File: config.mk
export PLATFORM = sky130hd
export DESIGN_NAME = io_win_decoder
export DESIGN_NICKNAME = d
export VERILOG_FILES = /design/src/rtl/io_win_pkg.sv /design/src/rtl/io_win_bounds.sv /design/src/rtl/io_win_match.sv /design/src/rtl/io_win_decoder.sv
export SDC_FILE = /design/constraint.sdc
export NUM_CORES = 1
export LEC_CHECK = 0
export BUFFER_PORTS_ARGS = -buffer_cell sky130_fd_sc_hd__buf_2
export CAP_MARGIN = 10
export CORE_AREA = 3 3 75 77
export DETAILED_ROUTE_END_ITERATION = 10
export DIE_AREA = 0 0 78 80
export PLACE_DENSITY_LB_ADDON = 0.3
export SLEW_MARGIN = 0
export SYNTH_ARGS = -nofsm -noshare
export SYNTH_HDL_FRONTEND = slang
export SYNTH_SLANG_ARGS = --single-unit
File: constraint.sdc
create_clock -name clk -period 1.78 [get_ports clk]
set_input_delay 0.178 -clock clk [delete_from_list [all_inputs] [get_ports clk]]
set_output_delay 0.178 -clock clk [all_outputs]
set_load 0.01 [all_outputs]
File: src/rtl/io_win_pkg.sv
package io_win_pkg;

    typedef enum logic [1:0] {
        ST_IDLE  = 2'd0,
        ST_FWD   = 2'd1,
        ST_ABORT = 2'd2,
        ST_UNSUP = 2'd3
    } dec_state_e;

endpackage

File: src/rtl/io_win_bounds.sv
module io_win_bounds #(
    parameter int ADDR_W      = 32,
    parameter int COARSE_BITS = 12,
    parameter int FINE_BITS   = 10
) (
    input  logic [ADDR_W-1:0] base_raw,
    input  logic [ADDR_W-1:0] limit_raw,
    input  logic              fine_gran,
    output logic [ADDR_W-1:0] base_eff,
    output logic [ADDR_W-1:0] limit_eff,
    output logic              win_empty
);

    localparam logic [ADDR_W-1:0] COARSE_MASK =
        {{(ADDR_W-COARSE_BITS){1'b0}}, {COARSE_BITS{1'b1}}};
    localparam logic [ADDR_W-1:0] FINE_MASK =
        {{(ADDR_W-FINE_BITS){1'b0}}, {FINE_BITS{1'b1}}};

    logic [ADDR_W-1:0] low_mask;

    always_comb begin
        low_mask  = fine_gran ? FINE_MASK : COARSE_MASK;
        base_eff  = base_raw & ~low_mask;
        limit_eff = limit_raw | low_mask;
        win_empty = (base_eff > limit_eff);
    end

endmodule

File: src/rtl/io_win_match.sv
module io_win_match #(
    parameter int ADDR_W = 32
) (
    input  logic [ADDR_W-1:0] addr,
    input  logic [ADDR_W-1:0] lo_bound,
    input  logic [ADDR_W-1:0] hi_bound,
    output logic              in_window
);

    logic above_lo;
    logic below_hi;

    always_comb begin
        above_lo  = (addr >= lo_bound);
        below_hi  = (addr <= hi_bound);
        in_window = above_lo && below_hi;
    end

endmodule

File: src/rtl/io_win_decoder.sv
module io_win_decoder
    import io_win_pkg::*;
#(
    parameter int ADDR_W      = 32,
    parameter int COARSE_BITS = 12,
    parameter int FINE_BITS   = 10
) (
    input  logic              clk,
    input  logic              rst_n,
    input  logic              req_valid,
    input  logic              req_upstream,
    input  logic              req_internal,
    input  logic [ADDR_W-1:0] req_addr,
    input  logic              cmd_io_en,
    input  logic [ADDR_W-1:0] win_base,
    input  logic [ADDR_W-1:0] win_limit,
    input  logic              gran_1k,
    output logic              dec_valid,
    output logic              dec_forward,
    output logic              dec_abort,
    output logic              dec_unsupported
);

    logic [ADDR_W-1:0] base_eff;
    logic [ADDR_W-1:0] limit_eff;
    logic              win_empty;
    logic              addr_hit;

    dec_state_e state_q;
    dec_state_e state_d;

    io_win_bounds #(
        .ADDR_W      (ADDR_W),
        .COARSE_BITS (COARSE_BITS),
        .FINE_BITS   (FINE_BITS)
    ) u_bounds (
        .base_raw  (win_base),
        .limit_raw (win_limit),
        .fine_gran (gran_1k),
        .base_eff  (base_eff),
        .limit_eff (limit_eff),
        .win_empty (win_empty)
    );

    io_win_match #(
        .ADDR_W (ADDR_W)
    ) u_match (
        .addr      (req_addr),
        .lo_bound  (base_eff),
        .hi_bound  (limit_eff),
        .in_window (addr_hit)
    );

    // Transitions: TO_IDLE, TO_UNSUP, TO_ABORT_UP, TO_ABORT_OFF, TO_FWD, TO_ABORT_MISS
    always_comb begin
        if (!req_valid) begin
            state_d = ST_IDLE;
        end else if (req_internal) begin
            state_d = ST_UNSUP;
        end else if (req_upstream) begin
            state_d = ST_ABORT;
        end else if (!cmd_io_en) begin
            state_d = ST_ABORT;
        end else if (addr_hit) begin
            state_d = ST_FWD;
        end else begin
            state_d = ST_ABORT;
        end
    end

    always_ff @(posedge clk) begin
        if (!rst_n) begin
            state_q <= ST_IDLE;
        end else begin
            state_q <= state_d;
        end
    end

    always_comb begin
        dec_valid       = 1'b0;
        dec_forward     = 1'b0;
        dec_abort       = 1'b0;
        dec_unsupported = 1'b0;
        unique case (state_q)
            ST_IDLE: begin
            end
            ST_FWD: begin
                dec_valid   = 1'b1;
                dec_forward = 1'b1;
            end
            ST_ABORT: begin
                dec_valid = 1'b1;
                dec_abort = 1'b1;
            end
            ST_UNSUP: begin
                dec_valid       = 1'b1;
                dec_unsupported = 1'b1;
            end
        endcase
    end


    a_r1_valid_follows_req: assert property (@(posedge clk) disable iff (!rst_n)
        req_valid |=> dec_valid);
    a_r1_no_spurious_valid: assert property (@(posedge clk) disable iff (!rst_n)
        !req_valid |=> !dec_valid);

    a_r2_one_outcome: assert property (@(posedge clk) disable iff (!rst_n)
        dec_valid |-> $countones({dec_forward, dec_abort, dec_unsupported}) == 1);
    a_r2_quiet_when_idle: assert property (@(posedge clk) disable iff (!rst_n)
        !dec_valid |-> !(dec_forward || dec_abort || dec_unsupported));

    a_r3_internal_unsup: assert property (@(posedge clk) disable iff (!rst_n)
        (req_valid && req_internal) |=> dec_unsupported);

    a_r4_upstream_abort: assert property (@(posedge clk) disable iff (!rst_n)
        (req_valid && req_upstream && !req_internal) |=> dec_abort);

    a_r5_disabled_abort: assert property (@(posedge clk) disable iff (!rst_n)
        (req_valid && !req_upstream && !req_internal && !cmd_io_en) |=> dec_abort);

    a_r9_empty_never_fwd: assert property (@(posedge clk) disable iff (!rst_n)
        (req_valid && win_empty) |=> !dec_forward);

    a_r10_reset_clears: assert property (@(posedge clk)
        !rst_n |=> !dec_valid);

endmodule

==> flow_metrics.tcl, run 1 <==
set metrics [dict create \
    nets 426 \
    top_register "state_q" \
    yosysUniqueCellTypes 29 \
    ant_nets 0 \
    routed_wl_um 3467 \
    dieWidth_um 78 \
    antenna_found_initial 0 \
    p_leak_nw 1.211 \
    setup_slack_ns 0.1464 \
    crit_buf_inv 1 \
    worst-path-stages 8 \
    pin_count 107 \
    syn_inst 174 \
    grt_max_degree 5 \
    fin_area_sq_um 1959 \
    wl_per_cell_um 9.991 \
    root_buffer "clkbuf_8" \
    powerDensity_nw_per_um2 307.9 \
    slew_viol_final 0 \
    netlist_area_sq_um 1295 \
    synthesis.nets 321 \
    cts_buffers 3 \
    row_count 26 \
    cpLargestDelayFamily "compound AO/OA/AOI/OAI gates" \
    grtUsageTotal_pct 11.01 \
    drive_gt1_share_pct 39.71 \
    critPathArrivalTime_ns 1.72 \
    synth-edff-count 0 \
    h-tree-depth 1 \
    crit_fanout 3 \
    coreArea_sq_um 5075 \
    setup_violations 0 \
    floorplan.initialDensity_pct 25.52 \
    worst_pin_slew_ns 0.3220 \
    grt_first_pass_wirelength_um 5796 \
    cts_hold_buf 0 \
    hold_viol 0 \
    multi_input_comb_area_sq_um 1097 \
    startpoint "gran_1k" \
    largest_reg_flops 2 \
    synth_seq_area_share_pct 3.092 \
    die_y_um 80 \
    dpl.hpwl_um 3259 \
    grt_overflow_total 0 \
    fillCellCount 577 \
    syn_to_final_growth_pct 51.30 \
    cts.reportedPaths.clkPinSlew_ns 0.03 \
    grt_pass1_vias 1468 \
    start_kind "input port" \
    synth_top_area_cell "ha_1" \
    crit_slowest_cell "nor4_2" \
    path_class "in -> reg" \
    seqCellArea_sq_um 40.04 \
    post_cts_buffers 0 \
    clockBufferDepth 2 \
    rsz0062_at_grt "false" \
    hold_path.startpoint "req_internal" \
    ys_ff_latch 2 \
    drv_cap 0 \
    portBuffers 86 \
    critical_path.cell_chain "buf_2 -> nor2b_1 -> ha_1 -> nand4_1 -> nor4_2 -> a211oi_1 -> a221oi_2 -> o211ai_1" \
    clock-sinks 2 \
    place_area_sq_um 1918 \
    required_ns 1.86 \
    synth_top_area_share_pct 42.51 \
    fp.dieArea_sq_um 6240 \
    ys.flop_type "dfxtp_1" \
    synth_area_leaders "ha_1, inv_1, a21oi_1, nand4_1, nand2_1" \
    total_power_mw 0.6032 \
    vias_per_cell 4.259 \
    ys_warn_count 0 \
    critPathCaptureType "register" \
    slew_headroom_pct 78.40 \
    cts_tree "yes" \
    setup_tns_ns 0 \
    hold_path_class "in -> reg" \
    first_pass_iters 4 \
    drcViolationCount 0 \
    vias 1478 \
    place_ws_ns -0.1091 \
    syn_avg_cell_area_sq_um 7.442 \
    synth-async-reset-ratio_pct 0 \
    status "completed" \
    whs_path_depth 2 \
    top_regs "state_q x2" \
    peakVddDrop_mv 0.1646 \
    timing.fmax_mhz 612.1 \
    drtIter0Drc 12 \
    antenna_cells 0 \
    place_congestion 0.7062 \
    min_period_ns 1.634 \
    slowest_delay_ns 0.33 \
    fin_crit_sh_pct 91.78 \
]
logic make-up (layout without fill, tap and decap cells):
group           after synthesis  count (layout)  share of synthesized area [%]
simple gates                 52              52                          25.22
fa+ha+maj                    44              44                          42.51
buf+inv                      42             145                          12.17
compound gates               34              34                          17.00
flops                         2               2                          3.092
worst paths after layout:
kind	slack [ns]	end
worst max-delay path	0.15	state_q[1]
worst min-delay path	0.23	state_q[0]
area by class of cell:
type	count	area share (%)
multi-input cells	130	56.00
repair buffers	100	27.33
inverters	42	8.046
well taps	70	4.470
clock buffers	3	2.107
flip-flops and latches	2	2.043
routing by layer:
layer	routed length (um)	share of wire [%]	GRT usage (%)
met5	0	0	0
met4	6	0.17	1.573
met3	273	7.9	2.032
met2	1597	46	19.26
met1	1589	46	14.29
synthesized netlist by cell type (2+ instances only):
library cell / count
inv_1: 42
and4_1: 2
and2_1: 2
ha_1: 44
o21ai_0: 3
a21oi_1: 15
nand4_1: 10
a211oi_1: 4
dfxtp_1: 2
nor2_1: 4
nor4_1: 2
nor2b_1: 5
nand3_1: 6
o211ai_1: 2
a21o_1: 4
nand2_1: 12
nand4_2: 3
through the flow:
step                instances  utilization, %  hold WS (ns)
floorplan                 174               -        0.3021
global placement          344           37.80        0.4434
detailed placement        344           37.80        0.4386
CTS                       347           38.61        0.2273
global route              347           38.61        0.2450
finish                    347           38.61        0.2264
report_power, final:
| group | internal (mW) | switching [mW] |
|---|---|---|
| clock | 0.143 | 0.0332 |
| combinational | 0.201 | 0.175 |
| sequential | 0.0491 | 0.00258 |
cell usage in the layout, fill, tap and decap left out, types with 4 or more instances in the layout:
cell type,count
buf_4,14
ha_1,44
inv_1,42
buf_2,86
a21o_1,4
nor2b_1,5
nand4_1,10
a21oi_1,15
a211oi_1,4
nand3_1,6
nand2_1,12
nor2_1,4
repair_timing:
item	in CTS	in global routing
endpoints found under the hold margin	0	0
endpoints found under the setup margin	0	1
gates resized for setup	0	0
Note: power is estimated with default switching activity, not from simulation.
==> run 2, diff against run 1 <==
--- a/config.mk
+++ b/config.mk
@@ -5,11 +5,12 @@
 export SDC_FILE = /design/constraint.sdc
 export NUM_CORES = 1
 export LEC_CHECK = 0
+export ABC_AREA = 1
 export BUFFER_PORTS_ARGS = -buffer_cell sky130_fd_sc_hd__buf_2
 export CAP_MARGIN = 10
-export CORE_AREA = 3 3 75 77
+export CORE_AREA = 3 3 63 65
 export DETAILED_ROUTE_END_ITERATION = 10
-export DIE_AREA = 0 0 78 80
+export DIE_AREA = 0 0 66 68
 export PLACE_DENSITY_LB_ADDON = 0.3
 export SLEW_MARGIN = 0
 export SYNTH_ARGS = -nofsm -noshare
==> run 2 against run 1 <==
Against the previous run:
- sequential power down 4.8%
- via count up 12%
- clock power down 43%
- synthesized area up 12%
- flip-flop and latch count unchanged
- design area unchanged
- critical path type unchanged
==> flow_metrics.tcl, run 2 <==
set metrics [dict create \
    status "completed" \
    start_kind "input port" \
    crit_fanout 3 \
    place_area_sq_um 1937 \
    yosys-top-cells-count "inv_1, nand2_1, ha_1, nor2_1, a21oi_1" \
    vias 1657 \
    top_regs "state_q x2" \
    yosysUniqueCellTypes 18 \
    power_frac_clock_pct 20.0 \
    post_cts_buffers 0 \
    grt_overflow_total 0 \
    top_register "state_q" \
    ys_ff_latch 2 \
    dieWidth_um 66 \
    cts_hold_buf 0 \
    p_sw_mw 0.2100 \
    vias_per_cell 4.271 \
    cts.reportedPaths.clkPinSlew_ns 0.03 \
    synth-edff-count 0 \
    synth_top_area_cell "ha_1" \
    setup_tns_ns 0 \
    hold_path_class "in -> reg" \
    ant_nets 0 \
    peakVddDrop_mv 0.1113 \
    cts.repair.resized 0 \
    drive_gt1_share_pct 28.65 \
    total_power_mw 0.5060 \
    fin_area_sq_um 1959 \
    routed_wl_um 3340 \
    synth-async-reset-ratio_pct 0 \
    fp.dieArea_sq_um 4488 \
    first_pass_iters 4 \
    drtIter0Drc 16 \
    rsz0062_at_grt "false" \
    netlist_area_sq_um 1449 \
    floorplan.initialDensity_pct 42.75 \
    slew_headroom_pct 87.74 \
    h-tree-depth 1 \
    grt_max_degree 4 \
    antenna_found_initial 0 \
    grt_first_pass_wirelength_um 5554 \
    synth.most_common_cell "inv_1" \
    pin_count 107 \
    fin_crit_sh_pct 74.50 \
    p_int_mw 0.2960 \
    critPathCaptureType "register" \
    ys_warn_count 0 \
    hold_path.startpoint "req_internal" \
    drv_cap 0 \
    place_ws_ns 0.1954 \
    min_period_ns 1.326 \
    final_common_cell "buf_2" \
    syn_inst 253 \
    p_leak_nw 1.380 \
    fillCellCount 377 \
    grt_pass1_vias 1557 \
    syn_avg_cell_area_sq_um 5.727 \
    clock-sinks 2 \
    synthesis.nets 400 \
    cts_tree "yes" \
    setup_slack_ns 0.4539 \
    root_buffer "clkbuf_4" \
    timing.fmax_mhz 754.1 \
    coreArea_sq_um 3390 \
    final_cell_mix "buf_2, inv_1, nand2_1" \
    largest_reg_flops 2 \
    powerDensity_nw_per_um2 258.3 \
    power_frac_comb_pct 70.3 \
    synth_area_leaders "ha_1, inv_1, nand2_1, nor2_1, a21oi_1" \
    hold_end "state_q[1]" \
    power_frac_seq_pct 9.7 \
    cts_buffers 3 \
    row_count 21 \
    required_ns 1.89 \
    grtUsageTotal_pct 15.08 \
    setup_violations 0 \
    place_congestion 0.7718 \
    dpl.hpwl_um 3233 \
    antenna_cells 0 \
    path_class "in -> reg" \
    clockBufferDepth 2 \
    swShare_pct 41.50 \
    hold_viol 0 \
    portBuffers 86 \
    nets 491 \
    worst_pin_slew_ns 0.1826 \
    synth_seq_area_share_pct 2.763 \
    syn_to_final_growth_pct 35.23 \
    critPathArrivalTime_ns 1.44 \
    whs_path_depth 3 \
    ys.flop_type "dfxtp_1" \
    slew_viol_final 0 \
    die_y_um 68 \
    drcViolationCount 0 \
    wl_per_cell_um 8.608 \
    synth_top_area_share_pct 38.00 \
]
==> run 2: cell count changes after synthesis, moves of 4 or more <==
cell	change
nand2_1	+61
nor2b_1	-5
inv_1	+32
nor2_1	+20
nand4_1	-6
a211oi_1	-4
==> run 2: layer usage <==
layer / GRT usage, % / up-vias / part of all wire, %
met5: 0 / - / 0
met4: 3.553 / 0 / 0.30
li1: - / 943 / -
met1: 16.89 / 658 / 41
met3: 1.149 / 2 / 6.8
met2: 30.54 / 54 / 52
==> run 2: worst max-delay path: stages <==
cell	delay [ns]
buf_2	0.11
inv_1	0.06
nor2_1	0.04
ha_1	0.28
nand2_1	0.07
inv_1	0.03
o21ai_0	0.15
nand3_1	0.09
nand2_1	0.06
nand3_1	0.07
nand2_1	0.07
nand3_2	0.08
nor2_1	0.09
nor2_1	0.04
==> run 2: final cells by class <==
type | instances | area [sq um] | share of cell area [%]
clock buffer | 3 | 22.52 | 1.149
inverter | 74 | 277.8 | 14.18
multi-input combinational | 177 | 1131 | 57.73
sequential | 2 | 40.04 | 2.043
tap | 46 | 57.56 | 2.937
timing repair buffer | 86 | 430.4 | 21.97
==> run 2: kinds of logic after synthesis <==
| logic type | after synthesis | synth area share (%) |
|---|---|---|
| AO/OA/AOI/OAI | 18 | 6.995 |
| adder cells (fa/ha/maj) | 44 | 38.00 |
| buffers and inverters | 74 | 19.17 |
| flip-flops | 2 | 2.763 |
| AND/OR/NAND/NOR | 115 | 33.07 |
==> run 2: metrics by stage <==
step	utilization (%)	hold WS (ns)	std cells
5_1_grt	57.81	0.2416	388
6_report	57.81	0.1817	388
3_5_place_dp	57.14	0.4113	385
2_1_floorplan	-	0.2987	253
3_3_place_gp	57.14	0.4049	385
4_1_cts	57.81	0.1761	388
==> run 2: how the worst max path moves through the flow <==
stage	to	cells past startpoint	slack [ns]	from
CTS	state_q[1]	14	0.43	gran_1k
detailed placement	state_q[1]	14	0.20	gran_1k
global route	state_q[1]	14	0.25	gran_1k
global placement	state_q[1]	14	0.23	gran_1k
finish	state_q[1]	14	0.45	gran_1k
floorplan	state_q[1]	13	0.48	gran_1k
==> run 2: power groups by stage <==
stage	Sequential, mW	Clock [mW]	Combinational [mW]
after floorplan	0.0495	0	0.214
after global placement	0.0497	0	0.350
after detailed placement	0.0498	0	0.362
after CTS	0.0492	0.107	0.364
after global routing	0.0499	0.108	0.427
final	0.0492	0.101	0.356
==> run 3, diff against run 2 <==
--- a/config.mk
+++ b/config.mk
@@ -8,9 +8,9 @@
 export ABC_AREA = 1
 export BUFFER_PORTS_ARGS = -buffer_cell sky130_fd_sc_hd__buf_2
 export CAP_MARGIN = 10
-export CORE_AREA = 3 3 63 65
+export CORE_AREA = 3 3 67 69
 export DETAILED_ROUTE_END_ITERATION = 10
-export DIE_AREA = 0 0 66 68
+export DIE_AREA = 0 0 70 72
 export PLACE_DENSITY_LB_ADDON = 0.3
 export SLEW_MARGIN = 0
 export SYNTH_ARGS = -nofsm -noshare
==> constraint.sdc (replaced) <==
create_clock -name clk -period 1.2 [get_ports clk]
set_input_delay 0.12 -clock clk [delete_from_list [all_inputs] [get_ports clk]]
set_output_delay 0.12 -clock clk [all_outputs]
set_load 0.01 [all_outputs]
==> run 3 against run 2 <==
Against the previous run:
- the flow now finishes with violations (setup timing)
- hold slack got worse by 0.020 ns
- core utilization shrank 0.25 points
- critical path depth decreased by 3
- via count increased by 1.4%
- non-clock buffer count is 3 higher
- flip-flop and latch count unchanged
- first-iteration DRC count rose by 130%
- clock-buffer cell count stayed put
- critical path type unchanged
- highest routed layer unchanged
==> flow_metrics.tcl, run 3 (synthesized netlist as in run 2, its figures left out) <==
set metrics [dict create \
    status "complete, but fails checks" \
    violations "setup timing" \
    hold_viol 0 \
    wl_per_cell_um 9.413 \
    path_class "in -> reg" \
    peakVddDrop_mv 0.2249 \
    grt_first_pass_wirelength_um 5830 \
    clockBufferDepth 2 \
    routed_wl_um 3718 \
    top_register "state_q" \
    setup_violations 1 \
    slew_viol_final 0 \
    grt_overflow_total 0 \
    largest_reg_flops 2 \
    vias 1680 \
    row_count 23 \
    drcViolationCount 0 \
    hold_path_class "in -> reg" \
    whs_path_depth 3 \
    portBuffers 86 \
    place_congestion 0.7640 \
    coreArea_sq_um 3971 \
    root_buffer "clkbuf_8" \
    rsz0062_at_grt "true" \
    crit_fanout 2 \
    worst_pin_slew_ns 0.1840 \
    cts.reportedPaths.clkPinSlew_ns 0.03 \
    min_period_ns 1.254 \
    drive_gt1_share_pct 40.87 \
    nets 494 \
    cts_buffers 3 \
    clock-sinks 2 \
    die_y_um 72 \
    p_leak_nw 1.410 \
    grt_pass1_vias 1528 \
    syn_to_final_growth_pct 57.77 \
    startpoint "req_addr[23]" \
    final_common_cell "buf_2" \
    antenna_cells 0 \
    dieWidth_um 70 \
    top_regs "state_q x2" \
    drv_cap 0 \
    endpoint "state_q[1]" \
    drtIter0Drc 37 \
    ant_nets 0 \
    critPathCaptureType "register" \
    dpl.hpwl_um 3118 \
    powerDensity_nw_per_um2 438.4 \
    pin_count 107 \
    fp.dieArea_sq_um 5040 \
    grtUsageTotal_pct 13.25 \
    vias_per_cell 4.253 \
    setup_slack_ns -0.05370 \
    grt_max_degree 4 \
    final_core_utilization_pct 57.56 \
    first_pass_iters 4 \
    critPathArrivalTime_ns 1.35 \
    fillCellCount 416 \
    timing.fmax_mhz 797.6 \
    antenna_found_initial 0 \
    slew_headroom_pct 87.64 \
    floorplan.initialDensity_pct 36.48 \
    h-tree-depth 1 \
    final_cell_mix "buf_2, inv_1, nand2_1" \
    required_ns 1.30 \
    start_kind "input port" \
    setup_tns_ns -0.05370 \
    cts_tree "yes" \
    fin_crit_sh_pct 104.5 \
]
==> run 3: cell count changes in the layout (fill, tap and decap cells not counted), sizes merged <==
cell / before / now
buf: 86 / 89
==> run 3: power by group <==
group	total (mW)	internal [mW]	leakage (nW)	switching, mW
registers	0.0738	0.0707	0.0166	0.00304
clock network	0.258	0.211	0.0216	0.0462
logic	0.671	0.334	1.37	0.337
total	1.00	0.616	1.41	0.386
==> run 3: final cells by class <==
type | instances | area, sq um | share of cell area, %
Timing Repair Buffer | 89 | 465.4 | 20.36
Sequential cell | 2 | 40.04 | 1.752
Clock buffer | 3 | 41.29 | 1.806
Multi-Input combinational cell | 177 | 1396 | 61.08
Tap cell | 50 | 62.56 | 2.737
Inverter | 74 | 280.3 | 12.26
==> run 3: routing by layer <==
layer	up-vias	wire [um]	GRT usage (%)
met5	-	0	0
met4	0	40	3.191
met3	4	235	1.524
met2	51	1957	24.13
met1	677	1483	16.69
li1	948	-	-
==> run 3: worst min-delay path by stage <==
stage	from	endpoint	slack, ns
2_1_floorplan	req_internal	state_q[1]	0.24
3_3_place_gp	req_internal	state_q[1]	0.35
3_5_place_dp	req_internal	state_q[1]	0.35
4_1_cts	req_internal	state_q[1]	0.14
5_1_grt	req_internal	state_q[1]	0.18
6_report	req_internal	state_q[1]	0.16
==> run 3: repair_timing <==
action	in CTS	in global routing
resized for setup	5	48
setup buffers	0	2
pin swaps	2	32
hold buffers	0	0
setup endpoints to repair	1	2
==> run 3: metrics by stage <==
step	total power, mW	setup WS, ns	instance area (sq um)	std cells	hold slack [ns]
6_report	1.002	-0.05370	2286	395	0.1613
5_1_grt	1.128	-0.1446	2286	395	0.1801
4_1_cts	0.8885	-0.01265	2021	393	0.1420
3_5_place_dp	0.6111	-0.2465	1949	390	0.3539
3_3_place_gp	0.6013	-0.2437	1949	390	0.3509
2_1_floorplan	0.3912	-0.01922	1449	253	0.2407
==> run 3: worst max-delay path, stage by stage <==
cell and delay, ns:
buf_2 0.12, ha_1 0.33, nand2_2 0.09, nor2_4 0.12
nand2_2 0.07, nor2_4 0.09, nand2_1 0.05, nand4_1 0.10
nand3_2 0.09, nor2_2 0.11, nor2_1 0.04
